## src/rtl/evt_irq_pkg.sv

```systemverilog
package evt_irq_pkg;

   // number of watched FIFOs (input, cipher, hash)
   localparam int NFIFO = 3;
   // first request / enable bit used by the sources
   localparam int SRC_LSB = 21;
   // total number of request sources
   localparam int NSRC = 10;
   // global enable / global request position
   localparam int GIE_BIT = 0;

   // source index within the request field (bit = SRC_LSB + index)
   typedef enum logic [3:0] {
      SRC_IN_EMPTY   = 4'd0,
      SRC_IN_FULL    = 4'd1,
      SRC_CI_EMPTY   = 4'd2,
      SRC_CI_FULL    = 4'd3,
      SRC_HS_EMPTY   = 4'd4,
      SRC_HS_FULL    = 4'd5,
      SRC_FRM_THR    = 4'd6,
      SRC_CI_DONE    = 4'd7,
      SRC_HS_DONE    = 4'd8,
      SRC_HS_RESULT  = 4'd9
   } irq_src_e;

   localparam logic [31:0] SRC_MASK = ((32'h1 << NSRC) - 32'h1) << SRC_LSB;
   localparam logic [31:0] EN_MASK  = SRC_MASK | (32'h1 << GIE_BIT);

endpackage

```

## src/rtl/fifo_level_watch.sv

```systemverilog
module fifo_level_watch #(
   parameter int CNT_W = 8
) (
   input  logic             clk,
   input  logic             rst_n,
   input  logic [CNT_W-1:0] occ,
   input  logic [CNT_W-1:0] full_thr,
   input  logic [CNT_W-1:0] empty_thr,
   output logic             full_lvl,
   output logic             empty_lvl,
   output logic             full_hit,
   output logic             empty_hit
);

   if (CNT_W < 1 || CNT_W > 32) begin : g_bad_width
      $error("fifo_level_watch: CNT_W must lie in 1..32");
   end

   logic [CNT_W-1:0] prev_q;

   always_ff @(posedge clk) begin
      if (!rst_n) prev_q <= '0;
      else        prev_q <= occ;
   end

   assign full_lvl  = occ > full_thr;
   assign empty_lvl = occ < empty_thr;

   // equality reached from the requested side only
   assign full_hit  = (prev_q < full_thr)  && (occ == full_thr);
   assign empty_hit = (prev_q > empty_thr) && (occ == empty_thr);


   full_hit_not_lvl_chk: assert property (@(posedge clk) disable iff (!rst_n)
      full_hit |-> !full_lvl);

   empty_hit_not_lvl_chk: assert property (@(posedge clk) disable iff (!rst_n)
      empty_hit |-> !empty_lvl);

endmodule

```

## src/rtl/irq_req_bank.sv

```systemverilog
module irq_req_bank #(
   parameter int NSRC    = 10,
   parameter int SRC_LSB = 21
) (
   input  logic            clk,
   input  logic            rst_n,
   input  logic [NSRC-1:0] src_set,
   input  logic            clr_en,
   input  logic [31:0]     clr_mask,
   output logic [31:0]     req
);

   if (SRC_LSB < 1 || SRC_LSB + NSRC > 32) begin : g_bad_field
      $error("irq_req_bank: source field must fit in bits 1..31");
   end

   logic [NSRC-1:0] req_q;
   logic [NSRC-1:0] clr_vec;

   assign clr_vec = clr_en ? clr_mask[SRC_LSB +: NSRC] : '0;

   always_ff @(posedge clk) begin
      if (!rst_n) req_q <= '0;
      else        req_q <= (req_q & ~clr_vec) | src_set;
   end

   always_comb begin
      req                   = '0;
      req[SRC_LSB +: NSRC]  = req_q;
      req[0]                = |req_q;
   end


   set_lands_chk: assert property (@(posedge clk) disable iff (!rst_n)
      (src_set != '0) |=> ((req_q & $past(src_set)) == $past(src_set)));

   sticky_chk: assert property (@(posedge clk) disable iff (!rst_n)
      ((($past(req_q) & ~req_q) & ~$past(clr_vec)) == '0));

endmodule

```

## src/rtl/irq_en_bank.sv

```systemverilog
module irq_en_bank #(
   parameter logic [31:0] MASK    = 32'h7FE0_0001,
   parameter int          GIE_BIT = 0
) (
   input  logic        clk,
   input  logic        rst_n,
   input  logic        wr_en,
   input  logic [31:0] wr_data,
   input  logic        ack,
   output logic [31:0] en
);

   if (MASK[GIE_BIT] != 1'b1) begin : g_bad_mask
      $error("irq_en_bank: MASK must include the global enable bit");
   end

   logic [31:0] en_q;

   always_ff @(posedge clk) begin
      if (!rst_n) begin
         en_q <= '0;
      end else begin
         if (wr_en) en_q <= wr_data & MASK;
         if (ack)   en_q[GIE_BIT] <= 1'b0;
      end
   end

   assign en = en_q;


   ack_clears_gie_chk: assert property (@(posedge clk) disable iff (!rst_n)
      ack |=> !en_q[GIE_BIT]);

   ack_keeps_src_chk: assert property (@(posedge clk) disable iff (!rst_n)
      (ack && !wr_en) |=> ((en_q & ~(32'h1 << GIE_BIT)) ==
                           ($past(en_q) & ~(32'h1 << GIE_BIT))));

endmodule

```

## src/rtl/evt_irq_hub.sv

```systemverilog
module evt_irq_hub
   import evt_irq_pkg::*;
#(
   parameter int CNT_W   = 8,
   parameter bit IRQ_REG = 1'b0
) (
   input  logic                   clk,
   input  logic                   rst_n,
   input  logic                   cfg_wr,
   input  logic                   cfg_sel,
   input  logic [31:0]            cfg_wdata,
   input  logic                   irq_ack,
   input  logic [NFIFO*CNT_W-1:0] fifo_occ,
   input  logic [NFIFO*CNT_W-1:0] fifo_full_thr,
   input  logic [NFIFO*CNT_W-1:0] fifo_empty_thr,
   input  logic                   frm_thr_evt,
   input  logic                   ciph_done_evt,
   input  logic                   hash_done_evt,
   input  logic                   hash_rslt_evt,
   output logic                   irq_o,
   output logic [31:0]            en_rd,
   output logic [31:0]            req_rd,
   output logic [NFIFO-1:0]       full_lvl,
   output logic [NFIFO-1:0]       empty_lvl
);

   if (2 * NFIFO + 4 != NSRC) begin : g_bad_src
      $error("evt_irq_hub: source count does not match FIFO count");
   end

   logic [NSRC-1:0]  src_set;
   logic [NFIFO-1:0] full_hit;
   logic [NFIFO-1:0] empty_hit;
   logic [31:0]      en_q;
   logic [31:0]      req_q;
   logic             irq_hit;

   for (genvar i = 0; i < NFIFO; i++) begin : g_watch
      fifo_level_watch #(.CNT_W(CNT_W)) u_watch (
         .clk       (clk),
         .rst_n     (rst_n),
         .occ       (fifo_occ[i*CNT_W +: CNT_W]),
         .full_thr  (fifo_full_thr[i*CNT_W +: CNT_W]),
         .empty_thr (fifo_empty_thr[i*CNT_W +: CNT_W]),
         .full_lvl  (full_lvl[i]),
         .empty_lvl (empty_lvl[i]),
         .full_hit  (full_hit[i]),
         .empty_hit (empty_hit[i])
      );
      assign src_set[2*i]     = empty_hit[i];
      assign src_set[2*i + 1] = full_hit[i];
   end

   assign src_set[SRC_FRM_THR]   = frm_thr_evt;
   assign src_set[SRC_CI_DONE]   = ciph_done_evt;
   assign src_set[SRC_HS_DONE]   = hash_done_evt;
   assign src_set[SRC_HS_RESULT] = hash_rslt_evt;

   irq_en_bank #(.MASK(EN_MASK), .GIE_BIT(GIE_BIT)) u_en (
      .clk     (clk),
      .rst_n   (rst_n),
      .wr_en   (cfg_wr && !cfg_sel),
      .wr_data (cfg_wdata),
      .ack     (irq_ack),
      .en      (en_q)
   );

   irq_req_bank #(.NSRC(NSRC), .SRC_LSB(SRC_LSB)) u_req (
      .clk      (clk),
      .rst_n    (rst_n),
      .src_set  (src_set),
      .clr_en   (cfg_wr && cfg_sel),
      .clr_mask (cfg_wdata),
      .req      (req_q)
   );

   assign irq_hit = en_q[GIE_BIT] && ((req_q & en_q & SRC_MASK) != '0);

   if (IRQ_REG) begin : g_irq_flop
      logic irq_q;
      always_ff @(posedge clk) begin
         if (!rst_n) irq_q <= 1'b0;
         else        irq_q <= irq_hit;
      end
      assign irq_o = irq_q;

      irq_needs_gie_chk: assert property (@(posedge clk) disable iff (!rst_n)
         irq_o |-> $past(en_q[GIE_BIT]));
   end else begin : g_irq_comb
      assign irq_o = irq_hit;

      irq_needs_gie_chk: assert property (@(posedge clk) disable iff (!rst_n)
         irq_o |-> (en_q[GIE_BIT] && (req_q[0] == 1'b1)));
   end

   assign en_rd  = en_q;
   assign req_rd = req_q;

endmodule

```

## config.mk

```make
export PLATFORM = sky130hd
export DESIGN_NAME = evt_irq_hub
export DESIGN_NICKNAME = d
export VERILOG_FILES = /design/src/rtl/evt_irq_pkg.sv /design/src/rtl/fifo_level_watch.sv /design/src/rtl/irq_req_bank.sv /design/src/rtl/irq_en_bank.sv /design/src/rtl/evt_irq_hub.sv
export SDC_FILE = /design/constraint.sdc
export NUM_CORES = 1
export LEC_CHECK = 0
export BUFFER_PORTS_ARGS = -buffer_cell sky130_fd_sc_hd__clkbuf_2
export CORE_ASPECT_RATIO = 0.8
export CORE_MARGIN = 10
export CORE_UTILIZATION = 52
export DETAILED_ROUTE_END_ITERATION = 12
export HOLD_SLACK_MARGIN = 0.15
export PLACE_DENSITY = 0.83
export SYNTH_ARGS = -nofsm -noshare
export SYNTH_HDL_FRONTEND = slang
export SYNTH_SLANG_ARGS = --single-unit
export TNS_END_PERCENT = 1
```

## constraint.sdc

```tcl
create_clock -name clk -period 4.1 [get_ports clk]
set_input_delay 0.82 -clock clk [delete_from_list [all_inputs] [get_ports clk]]
set_output_delay 0.82 -clock clk [all_outputs]
set_load 0.1 [all_outputs]
```

==> results of run 1 <==
==> sequential cells by signal, indices dropped and copies added (netlist names) <==
register                flops
u_en.en                    11
g_watch.u_watch.prev_q     24
u_req.req_q                10
==> report_power, final <==
group | leakage, uW | internal (uW) | switching, uW
Clock | 0.0000542 | 153 | 151
Sequential | 0.000372 | 457 | 15.8
Combinational | 0.00217 | 147 | 452
==> per-layer routing <==
layer / up-vias / share of wire [%] / track usage [%]
met3: 8 / 7.2 / 5.359
met5: - / 0 / 0
met4: 0 / 0.82 / 3.655
li1: 1794 / - / -
met2: 115 / 46 / 29.46
met1: 1597 / 46 / 21.89
==> worst min-delay path: stages, from the launching register on <==
cell                       delay [ns]
sky130_fd_sc_hd__dfxtp_1         0.33
sky130_fd_sc_hd__nand2_1         0.05
sky130_fd_sc_hd__a21boi_0        0.06
==> layout make-up <==
type | instances | area, um^2 | share of cell area, %
Timing Repair Buffer | 120 | 600.6 | 12.94
Sequential cell | 45 | 900.9 | 19.41
Multi-Input combinational cell | 356 | 2700 | 58.18
Tap cell | 105 | 131.4 | 2.831
Clock buffer | 7 | 96.34 | 2.076
Clock inverter | 1 | 5.005 | 0.1078
Inverter | 55 | 206.4 | 4.449
==> through the flow <==
stage | setup slack (ns) | instances | total power, uW | hold WS [ns]
after floorplan | 0.2757 | 512 | 996.4 | 0.6889
after global placement | 0.7794 | 681 | 1062 | 0.4720
after detailed placement | 0.7580 | 681 | 1077 | 0.4834
after CTS | 0.7496 | 689 | 1385 | 0.4962
after global routing | 0.6963 | 689 | 1453 | 0.5399
final | 0.7440 | 689 | 1376 | 0.4937
==> synth_stat cells, types with 2 or more instances <==
master	count
sky130_fd_sc_hd__ha_1	93
sky130_fd_sc_hd__nand3_1	5
sky130_fd_sc_hd__o21ai_0	12
sky130_fd_sc_hd__inv_1	55
sky130_fd_sc_hd__o21a_1	4
sky130_fd_sc_hd__nor4_1	2
sky130_fd_sc_hd__o2111ai_1	2
sky130_fd_sc_hd__a21boi_0	10
sky130_fd_sc_hd__nor2b_1	11
sky130_fd_sc_hd__a211o_1	3
sky130_fd_sc_hd__a21oi_1	31
sky130_fd_sc_hd__a32o_1	3
sky130_fd_sc_hd__nand4_1	17
sky130_fd_sc_hd__clkbuf_1	5
sky130_fd_sc_hd__o311a_1	3
sky130_fd_sc_hd__a2111oi_2	3
sky130_fd_sc_hd__a221o_1	2
sky130_fd_sc_hd__a21boi_1	3
sky130_fd_sc_hd__nor2_1	7
sky130_fd_sc_hd__a221oi_2	2
sky130_fd_sc_hd__nand2_1	36
sky130_fd_sc_hd__dfxtp_1	45
sky130_fd_sc_hd__and2_1	25
sky130_fd_sc_hd__nand2b_1	8
sky130_fd_sc_hd__o211ai_1	3
sky130_fd_sc_hd__a221oi_1	2
sky130_fd_sc_hd__and3_1	2
sky130_fd_sc_hd__a21o_1	9
sky130_fd_sc_hd__mux2i_1	3
sky130_fd_sc_hd__buf_4	50
sky130_fd_sc_hd__a2111oi_1	3
sky130_fd_sc_hd__and4_1	2
sky130_fd_sc_hd__a22o_1	2
==> logic make-up (layout without fill, tap and decap cells) <==
kind of cell / after synthesis / in the layout / synth area share [%]
buffers and inverters: 111 / 183 / 14.94
AND/OR/NAND/NOR: 118 / 118 / 15.59
other: 1 / 42 / 0.09253
AO/OA/AOI/OAI: 100 / 100 / 17.69
flip-flops: 45 / 45 / 22.23
adder cells (fa/ha/maj): 93 / 93 / 28.71
multiplexers: 3 / 3 / 0.7410
==> worst paths after layout <==
path	start	endpoint	slack, ns	cells past startpoint
max	fifo_occ[18]	empty_lvl[2]	0.74	6
min	u_en.en[27]	u_en.en[27]	0.49	2
max reg2reg	g_watch[2].u_watch.prev_q[6]	u_req.req_q[5]	2.56	5
min reg2reg	u_en.en[27]	u_en.en[27]	0.49	2
==> impl_metrics.yaml, run 1 <==
run_status:
  outcome: "finished, final reports clean"
sta:
  tns_ns: 0
  report.final.setup_viol: 0
  maxClockFrequency_mhz: 298.0
  unrepaired_setup_endpoints_after_global_routing: "false"
  fin_crit_sh_pct: 81.85
  layout_min_cycle_time_ns: 3.356
  worst-slew-pin-transition_ns: 0.8798
  final.setup_skew_ns: 0.002228
  slew_headroom_pct: 41.23
  finalMaxSlewViolations: 0
  timing.final.hold_violations: 0
yosys:
  post_synth_instance_area_um2: 4053
  synth-main-ff-cell: "sky130_fd_sc_hd__dfxtp_1"
  biggest_area_consumer_among_synthesized_cells: "sky130_fd_sc_hd__ha_1"
  synth_sequential_area_ratio_pct: 22.23
  netlist-cell-type-count: 41
  synth-async-reset-ratio_pct: 0
  postSynthRegisterBits: 45
  yosys-top-cells-area: "sky130_fd_sc_hd__ha_1 (29%), sky130_fd_sc_hd__dfxtp_1 (22%), sky130_fd_sc_hd__buf_4 (9.3%), sky130_fd_sc_hd__inv_1 (5.1%), sky130_fd_sc_hd__and2_1 (3.9%)"
  post_synth_edffs: 0
  synth_largest_type_area_fraction_pct: 28.71
  syn-instance-count: 471
  synth_warnings: 0
  post_synth.cell_area_avg_um2: 8.604
placement:
  placed_area_um2: 4539
  port-buffer-count: 120
  gp_congestion: 0.9199
  dp_hpwl_um: 9277
setup_path:
  critical_path_s_slowest_cell: "sky130_fd_sc_hd__clkbuf_2"
  worst_path_dominant_cell_family: "compound AO/OA/AOI/OAI gates"
  kind_of_critical_path: "in -> out"
  timing.critical_path.mode_cell: "sky130_fd_sc_hd__clkbuf_2"
  arrival_ns: 2.54
  cp-end-kind: "primary output"
  number_of_buffers_and_inverters_on_the_critical_path: 2
  launching_element_type_of_the_critical_path: "primary input"
  path_max_fanout: 3
  crit_path_cell_trace: "clkbuf_2 -> ha_1 -> a21o_1 -> a221o_1 -> a221oi_2 -> clkbuf_2"
  critPathRequiredTime_ns: 3.28
  max_stage_delay_ns: 0.49
clock_network:
  post_cts.resized_instances: 0
  tritoncts: "done"
  clock-sinks: 45
  cts_h_tree_depth: 2
  ctsLongestPathBuffers: 2
  tritoncts.num_buffers: 5
  cts.reportedPaths.clkPinSlew_ns: 0.09
  cts-root-buf: "sky130_fd_sc_hd__clkbuf_8"
  clk-insertion-delay-late_ns: 0.29
  postCtsSetupBuffers: 0
  cts-hold-fix-buffers: 0
routing:
  wl_per_cell_um: 15.52
  routed-via-count: 3514
  vias_per_cell: 5.100
  detail_route.drc_violations: 0
  wirelength_um: 10690
  detail-route-antenna-nets: 0
  dr.pass1.iters: 6
  detailedRoute.firstIterationViolations: 101
power:
  powerDensity_nw_per_um2: 296.4
  worst_ir_drop_vdd_mv: 0.1664
  power.static_leakage_uw: 0.002592
global_route:
  pin_count_of_the_biggest_net_entering_global_routing: 49
  grt_antenna_before_repair: 0
  overflow: 0
  global_route.usage.total_pct: 17.62
  vias_in_the_first_global_route: 3870
  first_pass_grt_wire_length_um: 17730
final_layout:
  antenna-diode-count: 0
  fill_cells: 663
  most-common-layout-cells: "sky130_fd_sc_hd__clkbuf_2 (120), sky130_fd_sc_hd__ha_1 (93), sky130_fd_sc_hd__inv_1 (55)"
  layout-drive-gt1-share_pct: 22.95
  post-route-cell-area_um2: 4641
  nets: 789
  areaGrowthSynthToFinish_pct: 14.51
  final_common_cell: "sky130_fd_sc_hd__clkbuf_2"
  utilization_pct: 61.90
die:
  die_w_um: 118.7
  fp.coreArea_um2: 7497
  ios: 184
  rows: 28
  overall_die_area_um2: 11750
  initial_core_util_pct: 54.06
  die_h_um: 98.96
worst_hold_path:
  hold_path_class: "reg -> reg"
job:
  drv.max_cap_violation_count: 0
No activity file was read; power rests on OpenSTA's default activity.
==> run 2: changes to the inputs <==
--- a/config.mk
+++ b/config.mk
@@ -5,13 +5,14 @@
 export SDC_FILE = /design/constraint.sdc
 export NUM_CORES = 1
 export LEC_CHECK = 0
+export ABC_AREA = 1
 export BUFFER_PORTS_ARGS = -buffer_cell sky130_fd_sc_hd__clkbuf_2
 export CORE_ASPECT_RATIO = 0.8
 export CORE_MARGIN = 10
-export CORE_UTILIZATION = 52
+export CORE_UTILIZATION = 49
 export DETAILED_ROUTE_END_ITERATION = 12
 export HOLD_SLACK_MARGIN = 0.15
-export PLACE_DENSITY = 0.83
+export PLACE_DENSITY = 0.78
 export SYNTH_ARGS = -nofsm -noshare
 export SYNTH_HDL_FRONTEND = slang
 export SYNTH_SLANG_ARGS = --single-unit
==> constraint.sdc (replaced) <==
create_clock -name clk -period 3.36 [get_ports clk]
set_input_delay 0.672 -clock clk [delete_from_list [all_inputs] [get_ports clk]]
set_output_delay 0.672 -clock clk [all_outputs]
set_load 0.1 [all_outputs]
==> impl_metrics.yaml, run 2 <==
run_status:
  outcome: "finished, final reports clean"
final_layout:
  antenna-diode-count: 0
  largest_register_ff_count: 24
  largest-register: "g_watch.u_watch.prev_q"
  layout-drive-gt1-share_pct: 21.88
  areaGrowthSynthToFinish_pct: 15.06
  fill_cells: 824
  final_common_cell: "sky130_fd_sc_hd__nand2_1"
  post-route-cell-area_um2: 4828
  most-common-layout-cells: "sky130_fd_sc_hd__nand2_1 (130), sky130_fd_sc_hd__clkbuf_2 (120), sky130_fd_sc_hd__inv_1 (93), sky130_fd_sc_hd__ha_1 (93), sky130_fd_sc_hd__nor2_1 (54)"
  nets: 909
  finalNonFillerCells: 816
die:
  rows: 30
  overall_die_area_um2: 12690
  initial_core_util_pct: 49.91
  fp.coreArea_um2: 8408
  die_h_um: 102.8
  ios: 184
  die_w_um: 123.5
clock_network:
  tritoncts: "done"
  postCtsSetupBuffers: 0
  cts-root-buf: "sky130_fd_sc_hd__clkbuf_8"
  cts.reportedPaths.clkPinSlew_ns: 0.09
  clock-sinks: 45
  ctsLongestPathBuffers: 2
  clk-insertion-delay-late_ns: 0.29
  post_cts.resized_instances: 0
  cts-hold-fix-buffers: 0
  cts_h_tree_depth: 2
  tritoncts.num_buffers: 5
sta:
  slew_headroom_pct: 62.61
  tns_ns: 0
  report.final.setup_viol: 0
  final.setup_skew_ns: 0.002934
  maxClockFrequency_mhz: 357.1
  worst-slew-pin-transition_ns: 0.5633
  fin_crit_sh_pct: 83.34
  final_setup_margin_ns: 0.5598
  unrepaired_setup_endpoints_after_global_routing: "false"
  timing.final.hold_violations: 0
  finalMaxSlewViolations: 0
  layout_min_cycle_time_ns: 2.800
power:
  share_comb_of_total_power_pct: 41.4
  p_clk_share_pct: 27.2
  seq_power_share_pct: 31.4
  worst_ir_drop_vdd_mv: 0.2722
  p_sw_share_pct: 44.26
  power.total_uw: 1855
  power_report.internal_total_uw: 1034
  power.static_leakage_uw: 0.002957
  switching_power_uw: 821.1
  powerDensity_nw_per_um2: 384.2
setup_path:
  cp-end-kind: "primary output"
  arrival_ns: 2.13
  timing.reg2reg.worst_path_depth: 7
  crit-reg2reg-launch: "g_watch[1].u_watch.prev_q[7]"
  critPathRequiredTime_ns: 2.69
  crit_path_cell_trace: "clkbuf_2 -> inv_1 -> ha_1 -> nand2_1 -> o21ai_0 -> nand2_1 -> a21boi_1 -> clkbuf_2"
  critical_path_s_slowest_cell: "sky130_fd_sc_hd__clkbuf_2"
  path_max_fanout: 2
  max_stage_delay_ns: 0.48
  worstSetupStartpoint: "fifo_full_thr[19]"
  launching_element_type_of_the_critical_path: "primary input"
  kind_of_critical_path: "in -> out"
placement:
  dp_slack_ns: 0.5723
  placed_area_um2: 4691
  dp_hpwl_um: 9617
  gp_congestion: 0.8877
  port-buffer-count: 120
  place_inst: 808
yosys:
  yosys-top-cells-area: "sky130_fd_sc_hd__ha_1 (28%), sky130_fd_sc_hd__dfxtp_1 (21%), sky130_fd_sc_hd__nand2_1 (12%), sky130_fd_sc_hd__buf_4 (8.8%), sky130_fd_sc_hd__inv_1 (8.3%)"
  yosys.cell_count.top_type: "sky130_fd_sc_hd__nand2_1"
  synth_warnings: 0
  synth_largest_type_area_fraction_pct: 27.73
  syn-instance-count: 591
  biggest_area_consumer_among_synthesized_cells: "sky130_fd_sc_hd__ha_1"
  synth_sequential_area_ratio_pct: 21.47
  postSynthRegisterBits: 45
  post_synth_edffs: 0
  synth_common_cells: "sky130_fd_sc_hd__nand2_1 (130), sky130_fd_sc_hd__ha_1 (93), sky130_fd_sc_hd__inv_1 (93)"
  synth-async-reset-ratio_pct: 0
  netlist-cell-type-count: 25
  synth-main-ff-cell: "sky130_fd_sc_hd__dfxtp_1"
  post_synth.cell_area_avg_um2: 7.101
  post_synth_instance_area_um2: 4197
global_route:
  grt_antenna_before_repair: 0
  first_pass_grt_wire_length_um: 17420
  global_route.usage.total_pct: 16.49
  pin_count_of_the_biggest_net_entering_global_routing: 36
  vias_in_the_first_global_route: 4012
  overflow: 0
worst_hold_path:
  hold_path_class: "reg -> reg"
  timing.hold.worst_path_depth: 2
  timing.hold.worst.start: "u_req.req_q[3]"
routing:
  routed-via-count: 3835
  wirelength_um: 10980
  wl_per_cell_um: 13.45
  detail_route.drc_violations: 0
  detail-route-antenna-nets: 0
  dr.pass1.iters: 4
  detailedRoute.firstIterationViolations: 131
  vias_per_cell: 4.700
job:
  drv.max_cap_violation_count: 0
==> run 2: cell types whose count changed in the layout (fill, tap and decap cells not counted), moves of 9 or more <==
cell / delta
sky130_fd_sc_hd__and2_1: -25
sky130_fd_sc_hd__a21oi_1: +14
sky130_fd_sc_hd__nand2_1: +94
sky130_fd_sc_hd__inv_1: +38
sky130_fd_sc_hd__nand4_1: -15
sky130_fd_sc_hd__a21boi_0: -9
sky130_fd_sc_hd__nor2_1: +47
sky130_fd_sc_hd__nor2b_1: -11
==> run 2: final timing paths <==
path | to | slack [ns]
setup / recovery | full_lvl[2] | 0.56
hold / removal | u_req.req_q[3] | 0.54
setup reg to reg | u_req.req_q[2] | 2.11
hold reg to reg | u_req.req_q[3] | 0.54
==> run 2: critical path, delay by kind of cell <==
family | cells | cell delay (ns)
fa+ha+maj | 1 | 0.29
compound gates | 2 | 0.41
buf+inv | 3 | 0.61
simple gates | 2 | 0.15
==> run 2: layer usage <==
| metal | GRT usage [%] | part of all wire (%) | vias to the layer above |
|---|---|---|---|
| met5 | 0 | 0 | - |
| met2 | 29.84 | 49 | 116 |
| met4 | 2.681 | 0.34 | 0 |
| li1 | - | - | 2014 |
| met1 | 19.33 | 42 | 1701 |
| met3 | 4.379 | 7.8 | 4 |
==> run 2: per-stage QoR <==
stage	util, %	hold slack (ns)
2_1_floorplan	-	0.7134
3_3_place_gp	55.79	0.5086
3_5_place_dp	55.79	0.5166
4_1_cts	57.43	0.5353
5_1_grt	57.43	0.5366
6_report	57.43	0.5353
==> run 2: logic make-up after synthesis <==
kind of cell | synth area share (%)
AOI/OAI and AO/OA | 11.45
adders and majority gates | 27.73
buffers and inverters | 18.40
DFF | 21.47
other | 0.08936
and+or+nand+nor | 20.87
==> run 2: area by class of cell <==
cell class                      instances  area [um^2]  share of cell area (%)
Sequential cell                        45        900.9                   18.66
Inverter                               97        364.1                   7.541
Clock inverter                          3        68.82                   1.425
Timing Repair Buffer                  121        608.1                   12.59
Multi-Input combinational cell        433         2678                   55.45
Tap cell                              112        140.1                   2.902
Clock buffer                            5        68.82                   1.425
==> run 2: power groups by stage <==
stage	Combinational (uW)	Clock, uW	Sequential (uW)
2_1_floorplan	579	0	674
3_3_place_gp	743	0	593
3_5_place_dp	766	0	594
4_1_cts	768	518	582
5_1_grt	836	541	586
6_report	769	504	582
